[config.mk]
export PLATFORM = sky130hd
export DESIGN_NAME = conv3_engine
export DESIGN_NICKNAME = d
export VERILOG_FILES = /design/src/rtl/conv3_pkg.sv /design/src/rtl/conv3_ctrl.sv /design/src/rtl/conv3_cfg.sv /design/src/rtl/conv3_window.sv /design/src/rtl/conv3_mac.sv /design/src/rtl/conv3_engine.sv
export SDC_FILE = /design/constraint.sdc
export NUM_CORES = 2
export LEC_CHECK = 0
export ABC_AREA = 1
export BUFFER_PORTS_ARGS = -buffer_cell sky130_fd_sc_hd__buf_2
export CORE_MARGIN = 1
export CORE_UTILIZATION = 60
export DETAILED_ROUTE_END_ITERATION = 7
export PLACE_DENSITY = 0.85
export SLEW_MARGIN = 20
export SYNTH_ARGS = -nofsm -noshare
export SYNTH_HDL_FRONTEND = slang
export SYNTH_SLANG_ARGS = --single-unit
[constraint.sdc]
create_clock -name clk -period 18.6 [get_ports clk]
set_clock_uncertainty 0.1 [all_clocks]
set_input_delay 2.79 -clock clk [delete_from_list [all_inputs] [get_ports clk]]
set_output_delay 2.79 -clock clk [all_outputs]
set_load 0.01 [all_outputs]
[src/rtl/conv3_pkg.sv]
package conv3_pkg;

  // Window edge length; the window holds WIN_N*WIN_N taps.
  localparam int WIN_N = 3;

  typedef enum logic {
    MODE_2D  = 1'b0,
    MODE_FIR = 1'b1
  } filt_mode_e;

endpackage

[src/rtl/conv3_ctrl.sv]
// Reset release synchronizer and registered hold.
module conv3_ctrl #(
  parameter int SYNC_STAGES = 2
) (
  input  logic clk,
  input  logic frame_n,
  input  logic hold,
  output logic rst_n,
  output logic hold_q,
  output logic adv
);

  logic [SYNC_STAGES-1:0] rel_q;
  logic [SYNC_STAGES-1:0] rel_d;
  logic                   hold_d;

  always_comb begin
    rel_d = {rel_q[SYNC_STAGES-2:0], 1'b1};
  end

  always_ff @(posedge clk or negedge frame_n) begin
    if (!frame_n) begin
      rel_q <= '0;
    end else begin
      rel_q <= rel_d;
    end
  end

  assign rst_n = rel_q[SYNC_STAGES-1];

  always_comb begin
    hold_d = hold;
  end

  always_ff @(posedge clk or negedge rst_n) begin
    if (!rst_n) begin
      hold_q <= 1'b0;
    end else begin
      hold_q <= hold_d;
    end
  end

  assign adv = ~hold_q;

endmodule

[src/rtl/conv3_cfg.sv]
// Strobe synchronizer, coefficient row shifters and mode register.
module conv3_cfg
  import conv3_pkg::*;
#(
  parameter int N           = 3,
  parameter int COEF_W      = 8,
  parameter int ADDR_W      = 3,
  parameter int SYNC_STAGES = 2
) (
  input  logic                         clk,
  input  logic                         rst_n,
  input  logic                         ld,
  input  logic [ADDR_W-1:0]            addr,
  input  logic [COEF_W-1:0]            data,
  output logic [N*N-1:0][COEF_W-1:0]   coef,
  output logic                         fir_mode,
  output logic                         wr_pulse
);

  localparam int TAPS      = N * N;
  localparam int MODE_ADDR = (1 << ADDR_W) - 1;

  logic [SYNC_STAGES:0]          ld_q;
  logic [SYNC_STAGES:0]          ld_d;
  logic [N-1:0]                  row_sel;
  logic                          mode_sel;
  logic [TAPS-1:0][COEF_W-1:0]   coef_d;
  filt_mode_e                    mode_q;

  // Synchronizer plus one extra stage for edge detection.
  always_comb begin
    ld_d = {ld_q[SYNC_STAGES-1:0], ld};
  end

  always_ff @(posedge clk or negedge rst_n) begin
    if (!rst_n) begin
      ld_q <= '0;
    end else begin
      ld_q <= ld_d;
    end
  end

  assign wr_pulse = ld_q[SYNC_STAGES-1] & ~ld_q[SYNC_STAGES];
  assign mode_sel = wr_pulse && (addr == ADDR_W'(MODE_ADDR));

  genvar r, c;
  generate
    for (r = 0; r < N; r++) begin : g_row
      assign row_sel[r] = wr_pulse && (addr == ADDR_W'(r));
      for (c = 0; c < N; c++) begin : g_col
        if (c == 0) begin : g_head
          assign coef_d[r*N+c] = data;
        end else begin : g_tail
          assign coef_d[r*N+c] = coef[r*N+c-1];
        end
        // Configuration storage is deliberately outside the frame reset.
        always_ff @(posedge clk) begin
          if (row_sel[r]) begin
            coef[r*N+c] <= coef_d[r*N+c];
          end
        end
      end
    end
  endgenerate

  always_ff @(posedge clk) begin
    if (mode_sel) begin
      mode_q <= filt_mode_e'(data[0]);
    end
  end

  assign fir_mode = (mode_q == MODE_FIR);

endmodule

[src/rtl/conv3_window.sv]
// Three row shift registers; chained into one delay line in FIR mode.
module conv3_window #(
  parameter int N     = 3,
  parameter int PIX_W = 8
) (
  input  logic                        clk,
  input  logic                        rst_n,
  input  logic                        adv,
  input  logic                        fir_mode,
  input  logic [N-1:0][PIX_W-1:0]     pix_in,
  output logic [N*N-1:0][PIX_W-1:0]   win
);

  localparam int TAPS = N * N;

  logic [TAPS-1:0][PIX_W-1:0] win_d;

  genvar r, c;
  generate
    for (r = 0; r < N; r++) begin : g_row
      for (c = 0; c < N; c++) begin : g_col
        if (c == 0 && r == 0) begin : g_src
          assign win_d[0] = pix_in[0];
        end else if (c == 0) begin : g_link
          assign win_d[r*N] = fir_mode ? win[r*N-1] : pix_in[r];
        end else begin : g_shift
          assign win_d[r*N+c] = win[r*N+c-1];
        end
      end
    end
  endgenerate

  always_ff @(posedge clk or negedge rst_n) begin
    if (!rst_n) begin
      win <= '0;
    end else if (adv) begin
      win <= win_d;
    end
  end

endmodule

[src/rtl/conv3_mac.sv]
// Registered products followed by a registered adder tree.
module conv3_mac #(
  parameter int N      = 3,
  parameter int PIX_W  = 8,
  parameter int COEF_W = 8,
  parameter int RES_W  = 20
) (
  input  logic                        clk,
  input  logic                        rst_n,
  input  logic                        adv,
  input  logic [N*N-1:0][PIX_W-1:0]   win,
  input  logic [N*N-1:0][COEF_W-1:0]  coef,
  output logic [RES_W-1:0]            result
);

  localparam int TAPS   = N * N;
  localparam int PROD_W = PIX_W + COEF_W + 1;

  logic [TAPS-1:0][PROD_W-1:0] prod_d;
  logic [TAPS-1:0][PROD_W-1:0] prod_q;
  logic [RES_W-1:0]            sum_d;
  logic [RES_W-1:0]            sum_q;

  genvar t;
  generate
    for (t = 0; t < TAPS; t++) begin : g_mul
      logic signed [PROD_W-1:0] pix_ext;
      logic signed [PROD_W-1:0] coef_ext;
      assign pix_ext   = {{(PROD_W-PIX_W){1'b0}}, win[t]};
      assign coef_ext  = {{(PROD_W-COEF_W){coef[t][COEF_W-1]}}, coef[t]};
      assign prod_d[t] = pix_ext * coef_ext;
    end
  endgenerate

  always_comb begin
    sum_d = '0;
    for (int i = 0; i < TAPS; i++) begin
      sum_d = sum_d + {{(RES_W-PROD_W){prod_q[i][PROD_W-1]}}, prod_q[i]};
    end
  end

  always_ff @(posedge clk or negedge rst_n) begin
    if (!rst_n) begin
      prod_q <= '0;
      sum_q  <= '0;
    end else if (adv) begin
      prod_q <= prod_d;
      sum_q  <= sum_d;
    end
  end

  assign result = sum_q;

endmodule

[src/rtl/conv3_engine.sv]
module conv3_engine #(
  parameter int PIX_W       = 8,
  parameter int COEF_W      = 8,
  parameter int RES_W       = 20,
  parameter int ADDR_W      = 3,
  parameter int SYNC_STAGES = 2
) (
  input  logic              clk,
  input  logic              frame_n,
  input  logic              hold,
  input  logic [PIX_W-1:0]  pix_a,
  input  logic [PIX_W-1:0]  pix_b,
  input  logic [PIX_W-1:0]  pix_c,
  input  logic [COEF_W-1:0] cfg_data,
  input  logic [ADDR_W-1:0] cfg_addr,
  input  logic              cfg_ld,
  output logic [RES_W-1:0]  result
);

  localparam int N    = conv3_pkg::WIN_N;
  localparam int TAPS = N * N;

  logic                        rst_n;
  logic                        hold_q;
  logic                        adv;
  logic                        wr_pulse;
  logic                        fir_mode;
  logic [N-1:0][PIX_W-1:0]     pix_bus;
  logic [TAPS-1:0][PIX_W-1:0]  win;
  logic [TAPS-1:0][COEF_W-1:0] coef;

  assign pix_bus = {pix_c, pix_b, pix_a};

  conv3_ctrl #(
    .SYNC_STAGES(SYNC_STAGES)
  ) u_ctrl (
    .clk    (clk),
    .frame_n(frame_n),
    .hold   (hold),
    .rst_n  (rst_n),
    .hold_q (hold_q),
    .adv    (adv)
  );

  conv3_cfg #(
    .N          (N),
    .COEF_W     (COEF_W),
    .ADDR_W     (ADDR_W),
    .SYNC_STAGES(SYNC_STAGES)
  ) u_cfg (
    .clk     (clk),
    .rst_n   (rst_n),
    .ld      (cfg_ld),
    .addr    (cfg_addr),
    .data    (cfg_data),
    .coef    (coef),
    .fir_mode(fir_mode),
    .wr_pulse(wr_pulse)
  );

  conv3_window #(
    .N    (N),
    .PIX_W(PIX_W)
  ) u_win (
    .clk     (clk),
    .rst_n   (rst_n),
    .adv     (adv),
    .fir_mode(fir_mode),
    .pix_in  (pix_bus),
    .win     (win)
  );

  conv3_mac #(
    .N     (N),
    .PIX_W (PIX_W),
    .COEF_W(COEF_W),
    .RES_W (RES_W)
  ) u_mac (
    .clk   (clk),
    .rst_n (rst_n),
    .adv   (adv),
    .win   (win),
    .coef  (coef),
    .result(result)
  );

endmodule

== Word-level counts from Yosys, hierarchy flattened ==
Index checks and enable logic that the tools add are counted.
W data, S select, Z words.
Storage, ports and cells
  register bits: 324
  input port bits: 39
  output and inout bits: 20
  word-level logic and storage cells: 61
Cells by class
  $add $sub $neg: 8
  $mul: 9
  eq/ne operators: 3
  mux-type cells: 2
  bitwise logic cells: 2
  reduce and logical (&&, ||, !) cells: 5
Operators by type and width (number)
  $mul A9 B8 Y17: 9
  $add A20 B20 Y20: 7
  $add A17 B17 Y18: 1
  $mux W8: 2
  $logic_and A1 B1 Y1: 4
  $eq A3 B1 Y1 const B: 1
  $eq A3 B2 Y1 const B: 1
  $eq A3 B3 Y1 const B: 1
  $logic_not A3 Y1: 1
  $and A1 B1 Y1: 1
  $not A1 Y1: 1

== Depth between registers and ports, before layout ==
  word-level depth: 8
  gate-level depth with buffers: 27
  gate-level depth less buffers: 27

== Modules after synthesis ==
From an unflattened synthesis, not the netlist that was laid out.
Second synthesis, totals
  cell total of the unflattened synthesis: 4595
  area total of the unflattened synthesis: 36945.4 µm²
By module, submodules not included
  conv3_mac: instances 1, cells each 4102, area an instance 31206.2 µm², seq. area each 4329.2 µm²
  conv3_window: instances 1, cells each 397, area an instance 3328.2 µm², seq. area each 1801.7 µm²
  conv3_cfg: instances 1, cells each 91, area an instance 2328.5 µm², seq. area each 2267.2 µm²
  conv3_ctrl: instances 1, cells each 5, area an instance 82.6 µm², seq. area each 75.1 µm²

== Worst setup path after synthesis ==
Ideal clock, no wire load.
  path type: input to register
  from: input cfg_addr[0]
  to: register u_cfg.coef[0] (netlist bit), enable pin
  setup time: 0.468 ns
  data arrival time: 5.237 ns
  required time: 18.032 ns
  slack: 12.795 ns
  stages on the path: 1
  buffers on the path: 0
  cells stage by stage: nor4_1
On the way
  word-level cells in the longest chain between the ends: 2
Ends and longest elaborated chain
  start: declaration: line conv3_engine.sv:15  | input logic [ADDR_W-1:0] cfg_addr,
  $logic_not A3 Y1: line conv3_cfg.sv:49  | assign row_sel[r] = wr_pulse && (addr == ADDR_W'(r));
  $logic_and A1 B1 Y1: line conv3_cfg.sv:49
  end signal: indexed assignment: line conv3_cfg.sv:59  | coef[r*N+c] <= coef_d[r*N+c];
  end: declaration: line conv3_cfg.sv:15  | output logic [N*N-1:0][COEF_W-1:0] coef,
Every way passes these cells.
A chain may end at the register's enable or synchronous reset.

== Final worst setup path ==
  from: register u_mac.prod_q[0] (netlist bit)
  to: register u_mac.sum_q[15], in the netlist u_mac.result[15]
On the way
  word-level cells in the longest chain between the ends: 8
Ends and longest elaborated chain
  start: declaration: line conv3_mac.sv:20  | logic [TAPS-1:0][PROD_W-1:0] prod_q;
  start signal: assignment: line conv3_mac.sv:47  | prod_q <= prod_d;
  $add A17 B17 Y18: line conv3_mac.sv:38  | sum_d = sum_d + {{(RES_W-PROD_W){prod_q[i][PROD_W-1]}}, prod_q[i]};
  $add A20 B20 Y20 (7 in a row): line conv3_mac.sv:38
  end signal: assignment: line conv3_mac.sv:48  | sum_q <= sum_d;
  end: declaration: line conv3_mac.sv:22  | logic [RES_W-1:0] sum_q;
Every way passes these cells.

==> Implementation_results.wiki <==
{| class="wikitable"
! Metric !! Value
|-
| Result of the run || complete, no violations
|-
| Clock sink count || 324
|-
| RSZ-0062 raised after global routing || false
|-
| Yosys top cell area share || 0.241
|-
| Horizontal die dimension || 249 µm
|-
| Area enclosed by the die boundary || around 62000 µm²
|-
| Final HPWL DP || 70.3 mm
|-
| Maximum number of pins on one net before global-route repair || 112
|-
| Post-layout net count || 5411
|-
| Critical R2R Capture || u_mac.result[15]
|-
| Overall routing resource usage || 0.296
|-
| Number of synthesized register bits || 324
|-
| Signed area change from the synthesized netlist to the final layout || 5.20%
|-
| Sequential fraction of the synthesis area || 0.231
|-
| Drt total wl || approximately 88 mm
|-
| Headroom to the max-slew limit || 0.327
|-
| Total grt overflow || 0
|-
| Count of cells along the worst register-to-register path || 25
|-
| Number of DRC violations after detailed routing || 0
|-
| Port Buffer Count || a little under 60
|-
| Number of post-CTS setup repair buffers || 0
|-
| Crit Path Class || flop to flop
|-
| Core ar. || 60400 µm²
|-
| Vias post-DR || 28400
|-
| Required time reported for the critical path endpoint || 18.96 ns
|-
| Detailed Routing Iterations Pass 1 || 6
|-
| Gate Count Post-Synth || 4589
|-
| Highest clock frequency the design can meet || 193 MHz
|-
| Initial Util || 0.608
|-
| DRT antenna net count || 0
|-
| Clock Latency Late Sink || 0.59 ns
|-
| Max Slew Vio Count || 0
|-
| WL/cell || 16.6 µm
|-
| Arrival time of the worst setup path || roughly 5.5 ns
|-
| Post-synthesis area per instance || 7.99 µm²
|-
| Count of unique library cells instantiated by Yosys || roughly 40
|-
| Post-Synthesis Net Count || 5493
|-
| Antenna violations before repair || 3
|-
| Critical path fanouts, max || 4
|-
| Root buffer cell || sky130_fd_sc_hd__clkbuf_16
|-
| Post-synthesis async set-or-reset flop share || 0.775
|-
| Fraction of layout instances using a drive strength above 1 || 0.0401
|-
| Cell with the most instances after synthesis || sky130_fd_sc_hd__nand2_1
|-
| Worst r2r src || u_mac.prod_q[0]
|-
| Count of standard-cell rows || 90
|-
| Pin slew with the least headroom to its limit || around 1.0 ns
|-
| Wire length of the first global-routing pass || 147 mm
|-
| Most common flop cell mapped by yosys || sky130_fd_sc_hd__dfrtp_1
|-
| Number of CTS-inserted buffers || 38
|-
| Part of the cycle the worst path needs || 0.278
|-
| Startpoint type of the worst setup path || flop
|-
| Via count of the first global-routing pass || 29000
|-
| Worst setup EP type || flop
|-
| Number of levels in the clock H-tree || 2
|-
| Slack of the worst reg-to-reg path || 13.42 ns
|-
| CTS tree || done
|-
| Final setup vio count || 0
|-
| Quantity of hold-fixing buffers added after cts || 0
|-
| Final hold violations || 0
|-
| Cell Area, Synth || about 37000 µm²
|-
| Yosys Warn Count || 0
|-
| Area leader, netlist || sky130_fd_sc_hd__fa_1
|-
| Number of enable flip-flop cells after synthesis || 73
|-
| Number of design-rule violations left by the first detailed-router iteration || 2327
|-
| CTS resizes || 0
|-
| Path class of the lowest-slack min-delay path || flop to asynchronous set/reset pin
|-
| Setup TNS after final layout || 0 ns
|-
| Count of pins on the block boundary || 59
|-
| Number of buffers on the longest clock path || 3
|-
| Clock slew at reported path FFs || 0.06 ns
|-
| Routability cong. || 0.941
|-
| Synth cell count leaders || sky130_fd_sc_hd__nand2_1 (1308), sky130_fd_sc_hd__inv_1 (1173), sky130_fd_sc_hd__fa_1 (441), sky130_fd_sc_hd__ha_1 (424), sky130_fd_sc_hd__dfrtp_1 (251)
|-
| Number of inserted diodes || 0
|-
| Count of maximum capacitance violations || 0
|-
| Via-per-instance ratio || 5.34
|-
| Final period demand of the worst path || between 5 and 6 ns
|-
| Leading post-synthesis cells by cell area || sky130_fd_sc_hd__fa_1 (24%), sky130_fd_sc_hd__dfrtp_1 (17%), sky130_fd_sc_hd__ha_1 (14%)
|-
| Chip Height || 249 µm
|}
how the worst max path moves through the flow:
stage / from / endpoint / slack [ns] / cells past startpoint
floorplan: u_ctrl.rel_q[1] / u_cfg.ld_q[0] / 10.99 / 0
global placement: u_mac.prod_q[0] / u_mac.result[19] / 13.54 / 24
detailed placement: u_mac.prod_q[0] / u_mac.result[15] / 13.48 / 25
CTS: u_mac.prod_q[0] / u_mac.result[15] / 13.42 / 25
global route: u_mac.prod_q[0] / u_mac.result[15] / 13.07 / 25
finish: u_mac.prod_q[0] / u_mac.result[15] / 13.42 / 25
through the flow:
stage          instance area (µm²)  worst slack, ns  hold WS (ns)   util  instances
2_1_floorplan                36700            10.99         0.231      -       4589
3_3_place_gp                 37300            13.54         0.238  0.618       5249
3_5_place_dp                 37300            13.48         0.247  0.618       5249
4_1_cts                      38600            13.42         0.261  0.639       5319
5_1_grt                      38600            13.07         0.272  0.639       5319
6_report                     38600            13.42         0.258  0.639       5319
placed cells by master, fill, tap and decap left out, types with 4 or more instances in the layout:
cell type	Yosys	routed
sky130_fd_sc_hd__a21o_1	12	12
sky130_fd_sc_hd__a21oi_1	111	111
sky130_fd_sc_hd__a31oi_1	7	7
sky130_fd_sc_hd__buf_2	37	58
sky130_fd_sc_hd__buf_4	4	11
sky130_fd_sc_hd__clkbuf_1	149	5
sky130_fd_sc_hd__clkbuf_16	0	42
sky130_fd_sc_hd__clkbuf_8	0	4
sky130_fd_sc_hd__clkinv_2	0	7
sky130_fd_sc_hd__clkinv_4	0	5
sky130_fd_sc_hd__dfrtp_1	251	249
sky130_fd_sc_hd__edfxtp_1	73	73
sky130_fd_sc_hd__fa_1	441	441
sky130_fd_sc_hd__ha_1	424	424
sky130_fd_sc_hd__inv_1	1173	1173
sky130_fd_sc_hd__nand2_1	1308	1308
sky130_fd_sc_hd__nand2_2	7	7
sky130_fd_sc_hd__nand3_1	171	171
sky130_fd_sc_hd__nand3b_1	5	5
sky130_fd_sc_hd__nand4_1	5	5
sky130_fd_sc_hd__nor2_1	87	87
sky130_fd_sc_hd__nor3_1	10	9
sky130_fd_sc_hd__o211ai_1	11	11
sky130_fd_sc_hd__o21a_1	18	18
sky130_fd_sc_hd__o21ai_0	168	168
sky130_fd_sc_hd__o21ai_1	14	14
sky130_fd_sc_hd__o21ai_2	5	5
sky130_fd_sc_hd__or2_2	24	24
sky130_fd_sc_hd__xnor2_1	36	36
sky130_fd_sc_hd__xor2_1	17	17
area by class of cell:
class | count | area [µm²]
clock buffer | 51 | 1120
clock inverter | 19 | 180
sequential | 324 | 8480
multi-input combinational | 2900 | 23000
inverter | 1174 | 4410
timing repair buffer | 69 | 373
fill | 4833 | 21800
tap | 782 | 978
kinds of logic after synthesis:
| group | after synthesis | share of synthesized area |
|---|---|---|
| XOR/XNOR | 53 | 0.0127 |
| other | 1 | 0.000102 |
| buffers and inverters | 1365 | 0.141 |
| AO/OA/AOI/OAI | 355 | 0.0528 |
| flip-flops | 324 | 0.231 |
| adder cells (fa/ha/maj) | 865 | 0.385 |
| AND/OR/NAND/NOR | 1626 | 0.177 |
sequential cells by signal (all words and copies together), names as in the netlist:
signal and flops:
u_cfg.coef 72, u_cfg.fir_mode 1, u_cfg.ld_q 3, u_ctrl.hold_q 1, u_ctrl.rel_q 2, u_mac.prod_q 153
u_mac.result 20, u_win.win 72
critical path, stage by stage (launching register included):
cell and delay [ns]:
sky130_fd_sc_hd__dfrtp_1 0.39, sky130_fd_sc_hd__ha_1 0.27, sky130_fd_sc_hd__fa_1 0.42, sky130_fd_sc_hd__nand3_1 0.12, sky130_fd_sc_hd__nand2_2 0.10, sky130_fd_sc_hd__nand2_2 0.08
sky130_fd_sc_hd__o211ai_2 0.13, sky130_fd_sc_hd__nand2_2 0.09, sky130_fd_sc_hd__nand2_1 0.06, sky130_fd_sc_hd__xor2_1 0.15, sky130_fd_sc_hd__fa_1 0.50, sky130_fd_sc_hd__inv_1 0.06
sky130_fd_sc_hd__fa_1 0.45, sky130_fd_sc_hd__fa_1 0.49, sky130_fd_sc_hd__inv_1 0.05, sky130_fd_sc_hd__fa_1 0.43, sky130_fd_sc_hd__ha_1 0.37, sky130_fd_sc_hd__nand2_1 0.14
sky130_fd_sc_hd__nor2_1 0.14, sky130_fd_sc_hd__nand3_1 0.11, sky130_fd_sc_hd__nand3_2 0.12, sky130_fd_sc_hd__nand2_1 0.08, sky130_fd_sc_hd__nand2_1 0.06, sky130_fd_sc_hd__nand2_1 0.04
sky130_fd_sc_hd__nand3_1 0.06, sky130_fd_sc_hd__nand2_1 0.06
routing by layer:
metal | vias to the layer above | share of wire | global-route usage | wire, µm
li1 | 13400 | - | - | -
met1 | 13700 | 0.41 | 0.393 | 36400
met2 | 1041 | 0.47 | 0.490 | 41700
met3 | 195 | 0.078 | 0.0475 | 6920
met4 | 0 | 0.038 | 0.112 | 3310
met5 | - | 0 | 0 | 0
Power is not shown: default switching activity piles up to over one toggle a cycle in this logic, so the estimate is an artifact.
